<file path="src/rtl/dbg_concentrator.sv">
module dbg_concentrator #(
  parameter int N_IN  = 16,
  parameter int M_OUT = 4,
  parameter int PIPE  = 2
) (
  input  logic                  clk,
  input  logic                  rst,
  input  logic                  cfg_we,
  input  logic [N_IN-1:0]       cfg_mask,
  input  logic [N_IN-1:0]       sig_in,
  output logic [M_OUT-1:0]      out_data,
  output logic [M_OUT-1:0]      out_vld,
  output logic [M_OUT*((N_IN>1)?$clog2(N_IN):1)-1:0] out_src,
  output logic                  sel_ovf
);
  localparam int IW = (N_IN > 1) ? $clog2(N_IN) : 1;
  localparam int CW = $clog2(N_IN + 1);
  localparam int SW = 2*M_OUT + M_OUT*IW + 1;

  logic [N_IN-1:0]     mask_q;
  logic [M_OUT-1:0]    c_data, c_vld;
  logic [M_OUT*IW-1:0] c_src;
  logic                c_ovf;
  logic [CW-1:0]       rank;
  logic [SW-1:0]       stg_in, stg_out;

  always_ff @(posedge clk)
    if (rst)         mask_q <= '0;
    else if (cfg_we) mask_q <= cfg_mask;

  always_comb begin
    c_data = '0;
    c_vld  = '0;
    c_src  = '0;
    rank   = '0;
    for (int i = 0; i < N_IN; i++) begin
      if (mask_q[i]) begin
        for (int j = 0; j < M_OUT; j++) begin
          if (rank == CW'(j)) begin
            c_data[j]           = sig_in[i];
            c_vld[j]            = 1'b1;
            c_src[j*IW +: IW]   = IW'(i);
          end
        end
        rank = rank + 1'b1;
      end
    end
    c_ovf = (rank > CW'(M_OUT));
  end

  assign stg_in = {c_ovf, c_src, c_vld, c_data};

  generate
    if (PIPE == 0) begin : g_flat
      assign stg_out = stg_in;
    end else begin : g_pipe
      logic [SW-1:0] pr [PIPE];
      always_ff @(posedge clk) begin
        if (rst) begin
          for (int s = 0; s < PIPE; s++) pr[s] <= '0;
        end else begin
          pr[0] <= stg_in;
          for (int s = 1; s < PIPE; s++) pr[s] <= pr[s-1];
        end
      end
      assign stg_out = pr[PIPE-1];
    end
  endgenerate

  assign {sel_ovf, out_src, out_vld, out_data} = stg_out;
endmodule

</file>
<file path="config.mk">
export PLATFORM = sky130hd
export DESIGN_NAME = dbg_concentrator
export DESIGN_NICKNAME = d
export VERILOG_FILES = /design/src/rtl/dbg_concentrator.sv
export SDC_FILE = /design/constraint.sdc
export NUM_CORES = 1
export LEC_CHECK = 0
export CELL_PAD_IN_SITES_DETAIL_PLACEMENT = 0
export CELL_PAD_IN_SITES_GLOBAL_PLACEMENT = 1
export CORE_MARGIN = 2
export CORE_UTILIZATION = 39
export CTS_CLUSTER_SIZE = 20
export DETAILED_ROUTE_END_ITERATION = 8
export PLACE_DENSITY_LB_ADDON = 0.15
export SYNTH_ARGS = -nofsm -noshare
export SYNTH_HDL_FRONTEND = slang
export SYNTH_SLANG_ARGS = --single-unit
</file>
<file path="constraint.sdc">
create_clock -name clk -period 26.8 [get_ports clk]
set_clock_uncertainty 0.15 [all_clocks]
set_input_delay 2.68 -clock clk [delete_from_list [all_inputs] [get_ports clk]]
set_output_delay 2.68 -clock clk [all_outputs]
set_load 0.05 [all_outputs]
</file>
* Yosys cells after proc, flatten, opt, wreduce, memory -nomap -nowiden
Memory sizes are Yosys's and may differ from the RTL's.
Index checks and enable logic that the tools add are counted.
** Cells by class
- Reduce and logical (&&, ||, !) cells :: 15
- Multiplexer cells :: 248
- Magnitude comparators :: 1
- Add/subtract/negate cells :: 15
- Bitwise logic cells :: 2
- Equality and inequality tests :: 45
** Operators with widths (number)
- 4-bit 2-to-1 mux :: 86
- 16-bit 2-to-1 mux :: 14
- 5-bit by 2-bit equality test with 1-bit output (second input constant) :: 30
- 1-bit 2-to-1 mux :: 130
- 5-bit by 1-bit adder with 5-bit output (second input constant) :: 15
- 5-bit by 1-bit equality test with 1-bit output (second input constant) :: 15
- 5-bit logical NOT :: 15
- 5-bit 2-to-1 mux :: 15
- 25-bit 2-to-1 mux :: 2
- 13-bit 2-to-1 mux :: 1
- 5-bit by 3-bit > comparator with 1-bit output (second input constant) :: 1
- 1-bit bitwise OR :: 2
** Word-level totals
- Register bits :: 16
- Memory bits (writable) :: 50
- Memories :: 1
** Memories
- g_pipe.pr :: words 2, bits a word 25, rd ports 2, clocked after Yosys merged registers in 0, wr ports 2, RTL line 57 : logic [SW-1:0] pr [PIPE];

* Longest topological paths before layout
- Depth after elaboration :: 33
- Depth in mapped cells :: 51
- Gate-level depth less buffers :: 50

* Least setup slack after synthesis
No wires, ideal clock.
- Kind :: register -> register
- Start :: reg mask_q[0]
- End :: mem g_pipe.pr[0][7] (netlist bit)
- Cell stages (with the launch flop) :: 52
- Buffers on the path :: 1
- Slack :: 17.211 ns
- Arrival time :: 9.297 ns
- Cells stage by stage :: dfxtp_1 inv_1 ha_1 nand2b_1 nand2_1 ha_1 mux2_2 ha_1 nor2b_1 nor2_1 and2_1 ha_1 nand2_1 o21ai_0 ha_1 nand2b_1 o31a_1 and3_1 [... 16 more ...] o21ai_0 o41a_1 ha_1 nand2_1 o21ai_0 ha_1 mux2i_1 inv_1 ha_1 a31oi_1 o22ai_1 mux2i_1 xnor2_1 and4b_1 buf_2 o2bb2ai_1 nor4_2 a41oi_1
** RTL lines
- from (decl) :: RTL line 20 : logic [N_IN-1:0] mask_q;
- from (signal assigned) :: RTL line 29 : else if (cfg_we) mask_q <= cfg_mask;
- to (decl) :: RTL line 57

==> impl_metrics.py <==
metrics = {
    "timing": {
        "fin_setup_tns_ns": 0,
        "finalHoldViolations": 0,
        "worstMarginPinSlew_ns": 1.03,
        "fmax_mhz": 91.0,
        "finalSetupViolCount": 0,
        "grt_setup_unrepaired": "no",
        "slew_violations": 0,
        "min_period_ns": 10.99,
        "timing.slew.headroom": 0.310,
        "finalCritPeriodShare": 0.410,
        "whs_ns": 0.283,
    },
    "worst_setup_path": {
        "reg2reg_to": "g_pipe.pr[0][7]",
        "worstPathMaxFanout": 14,
        "worst-setup-path-type": "flip-flop to flip-flop",
        "critPathMaxStageDelay_ns": 0.61,
        "crit_top_cell": "ha_1",
        "cp-start-kind": "flip-flop",
        "crit-reg2reg-launch": "mask_q[2]",
        "worst-path-buf-inv": 3,
        "crit_required_ns": 26.82,
        "cp-end-kind": "flip-flop",
        "crit_family": "adder cells",
        "rrSetupSlack_ns": 15.81,
        "crit_arrival_ns": 11.02,
        "crit_slowest_cell": "fa_1",
        "rr_worst_depth": 47,
    },
    "global_route": {
        "antenna_found_initial": 0,
        "track_usage": 0.200,
        "grt_pass1_vias": 5118,
        "grt-ovfl-total": 0,
        "grt_max_degree": 67,
        "grt_pass1_wl_mm": 26.5,
    },
    "die": {
        "dieArea_sq_um": 16900,
        "start_util": 0.395,
        "floorplan.rows": 46,
        "die_h_microns": 130,
        "ios": 60,
        "coreArea_sq_um": 15700,
        "die_w_microns": 130,
    },
    "finish": {
        "drive_gt1_frac": 0.0718,
        "syn_to_final_growth_pct": 14.4,
        "nNetsFinal": 885,
        "stdcell_count": 1010,
        "n_fill_cell": 1615,
        "final_util": 0.451,
        "diodes": 0,
    },
    "cts": {
        "insertion_delay_ns": 0.34,
        "postCtsSetupRepairBufs": 0,
        "cts_tree": "yes",
        "cts-htree-levels": 3,
        "cts_root_buf": "clkbuf_16",
        "cts_resized": 0,
        "cts_inserted_buffers": 9,
        "clk_path_buf_depth": 2,
        "clkTransAtPathRegs_ns": 0.06,
        "cts_hold_buf": 0,
        "clock_sinks": 66,
    },
    "placed_design": {
        "numPortBuffers": 59,
        "dp_cells": 995,
        "dp_hpwl_mm": 12.9,
        "gp_congestion": 0.857,
    },
    "synthesis": {
        "synth-edff-count": 0,
        "ys_ff_latch": 66,
        "yosys_warnings": 0,
        "postSynthAreaPerCell_sq_um": 8.00,
        "synth_top_area_cell": "dfxtp_1",
        "synthArstFlopShare": 0,
        "synthSimpleGateAreaFrac": 0.242,
        "synthMuxAreaShare": 0.0717,
        "synth_top_family_by_area": "simple AND/OR/NAND/NOR gates",
        "seq_area_frac_synth": 0.214,
        "netlist_area_sq_um": 6180,
        "synth_top_area_frac": 0.214,
        "synth_compound_area_frac": 0.183,
        "yosys.area_share.xor_xnor": 0.0916,
        "syn_inst": 772,
        "synthesis.nets": 867,
        "yosysUniqueCellTypes": 79,
        "synth_ff_type": "dfxtp_1",
        "synth.top_cells.by_area": "dfxtp_1, ha_1, mux2i_1",
        "synthAdderAreaFrac": 0.123,
    },
    "worst_hold_path": {
        "min_path_type": "flip-flop to flip-flop",
        "hold_start": "g_pipe.pr[0][4]",
        "min_to": "g_pipe.pr[0][29]",
        "hold_depth": 1,
    },
    "pwr": {
        "switchingPower_mw": 0.206,
        "leakagePower_nw": 2.99,
        "p_clk_frac": 0.252,
        "seq_power_share": 0.249,
        "combPwrFrac": 0.499,
        "power.density_nw_per_um2": 72.1,
        "intPower_mw": 0.304,
        "ir_drop_v": 0.0000318,
        "totalPowerFinal_mw": 0.510,
        "swShare": 0.405,
    },
    "routing": {
        "post-route-drc-count": 0,
        "firstDrtPassIters": 6,
        "drtAntennaViolNets": 0,
        "drt_iter0_markers": 403,
        "vias_per_cell": 5.30,
        "vias": 5356,
        "wl_per_cell_microns": 16.1,
        "finalWirelength_mm": 16.2,
    },
    "outcome": {
        "status": "complete, no violations",
    },
    "flow_run": {
        "cap_violations": 0,
    },
}
## cells in the final DEF, fill, tap and decap left out, types with 20 or more instances in the layout
master,Yosys,layout
o21ai_0,32,32
xnor2_1,25,25
a31oi_1,22,22
ha_1,59,59
nor2b_1,28,28
and3_1,20,20
clkdlybuf4s50_1,0,58
nand2_1,77,77
mux2i_1,33,33
dfxtp_1,66,66
nand3_1,29,29
inv_1,39,39
a21oi_1,35,35
nor2_1,61,61
## how the worst max path moves through the flow
stage / start / end / slack, ns / cells past startpoint
after floorplan: mask_q[0] / g_pipe.pr[0][7] / 17.21 / 51
after global placement: mask_q[2] / g_pipe.pr[0][7] / 16.30 / 47
after detailed placement: mask_q[2] / g_pipe.pr[0][7] / 15.86 / 47
after CTS: mask_q[2] / g_pipe.pr[0][7] / 15.81 / 47
after global routing: mask_q[0] / g_pipe.pr[0][7] / 14.76 / 50
final: mask_q[2] / g_pipe.pr[0][7] / 15.81 / 47
## per-stage QoR
| stage | setup slack, ns | area, sq um |
|---|---|---|
| global placement | 16.30 | 6750 |
| CTS | 15.81 | 7070 |
| floorplan | 17.21 | 6180 |
| detailed placement | 15.86 | 6750 |
| finish | 15.81 | 7070 |
| global route | 14.76 | 7070 |
## cell families (layout without fill, tap and decap cells)
| kind of cell | after synthesis | after routing |
|---|---|---|
| buffers and inverters | 96 | 118 |
| multiplexers | 43 | 43 |
| adder cells (fa/ha/maj) | 60 | 60 |
| AND/OR/NAND/NOR | 296 | 296 |
| XOR/XNOR | 46 | 46 |
| flip-flops | 66 | 66 |
| AO/OA/AOI/OAI | 165 | 165 |
## cells in the mapped netlist (all sizes together), types with 15 or more instances
master,n
buf,37
a21oi,36
nand2,78
dfxtp,66
a31oi,22
nor3,15
inv,41
xnor2,32
clkbuf,18
nor2b,28
o21ai,33
mux2i,33
and2,17
nor2,62
ha,59
nand3,30
and3,20
## sequential cells by signal, summed over array words and instances, names as in the netlist
signal     flops
g_pipe.pr     50
mask_q        16
## final cells by class
cell class	count	area, sq um	share of cell area
clock inverters	2	60.1	0.00850
inverters	41	154	0.0218
well taps	216	270	0.0382
flip-flops and latches	66	1320	0.187
multi-input cells	610	4390	0.622
repair buffers	62	608	0.0860
clock buffers	13	260	0.0368
## layer usage
metal / global-route usage / wire, microns / vias up
met4: 0.0525 / 242 / 0
met1: 0.274 / 7990 / 2479
met5: 0 / 0 / -
met3: 0.0394 / 634 / 15
li1: - / - / 2733
met2: 0.323 / 7350 / 129
## power groups by stage
stage	Clock, mW	Sequential (mW)	Combinational (mW)
after floorplan	0	0.125	0.201
after global placement	0	0.129	0.250
after detailed placement	0	0.129	0.254
after CTS	0.132	0.127	0.255
after global routing	0.137	0.129	0.284
final	0.129	0.127	0.254
Note: power is estimated with default switching activity, not from simulation.
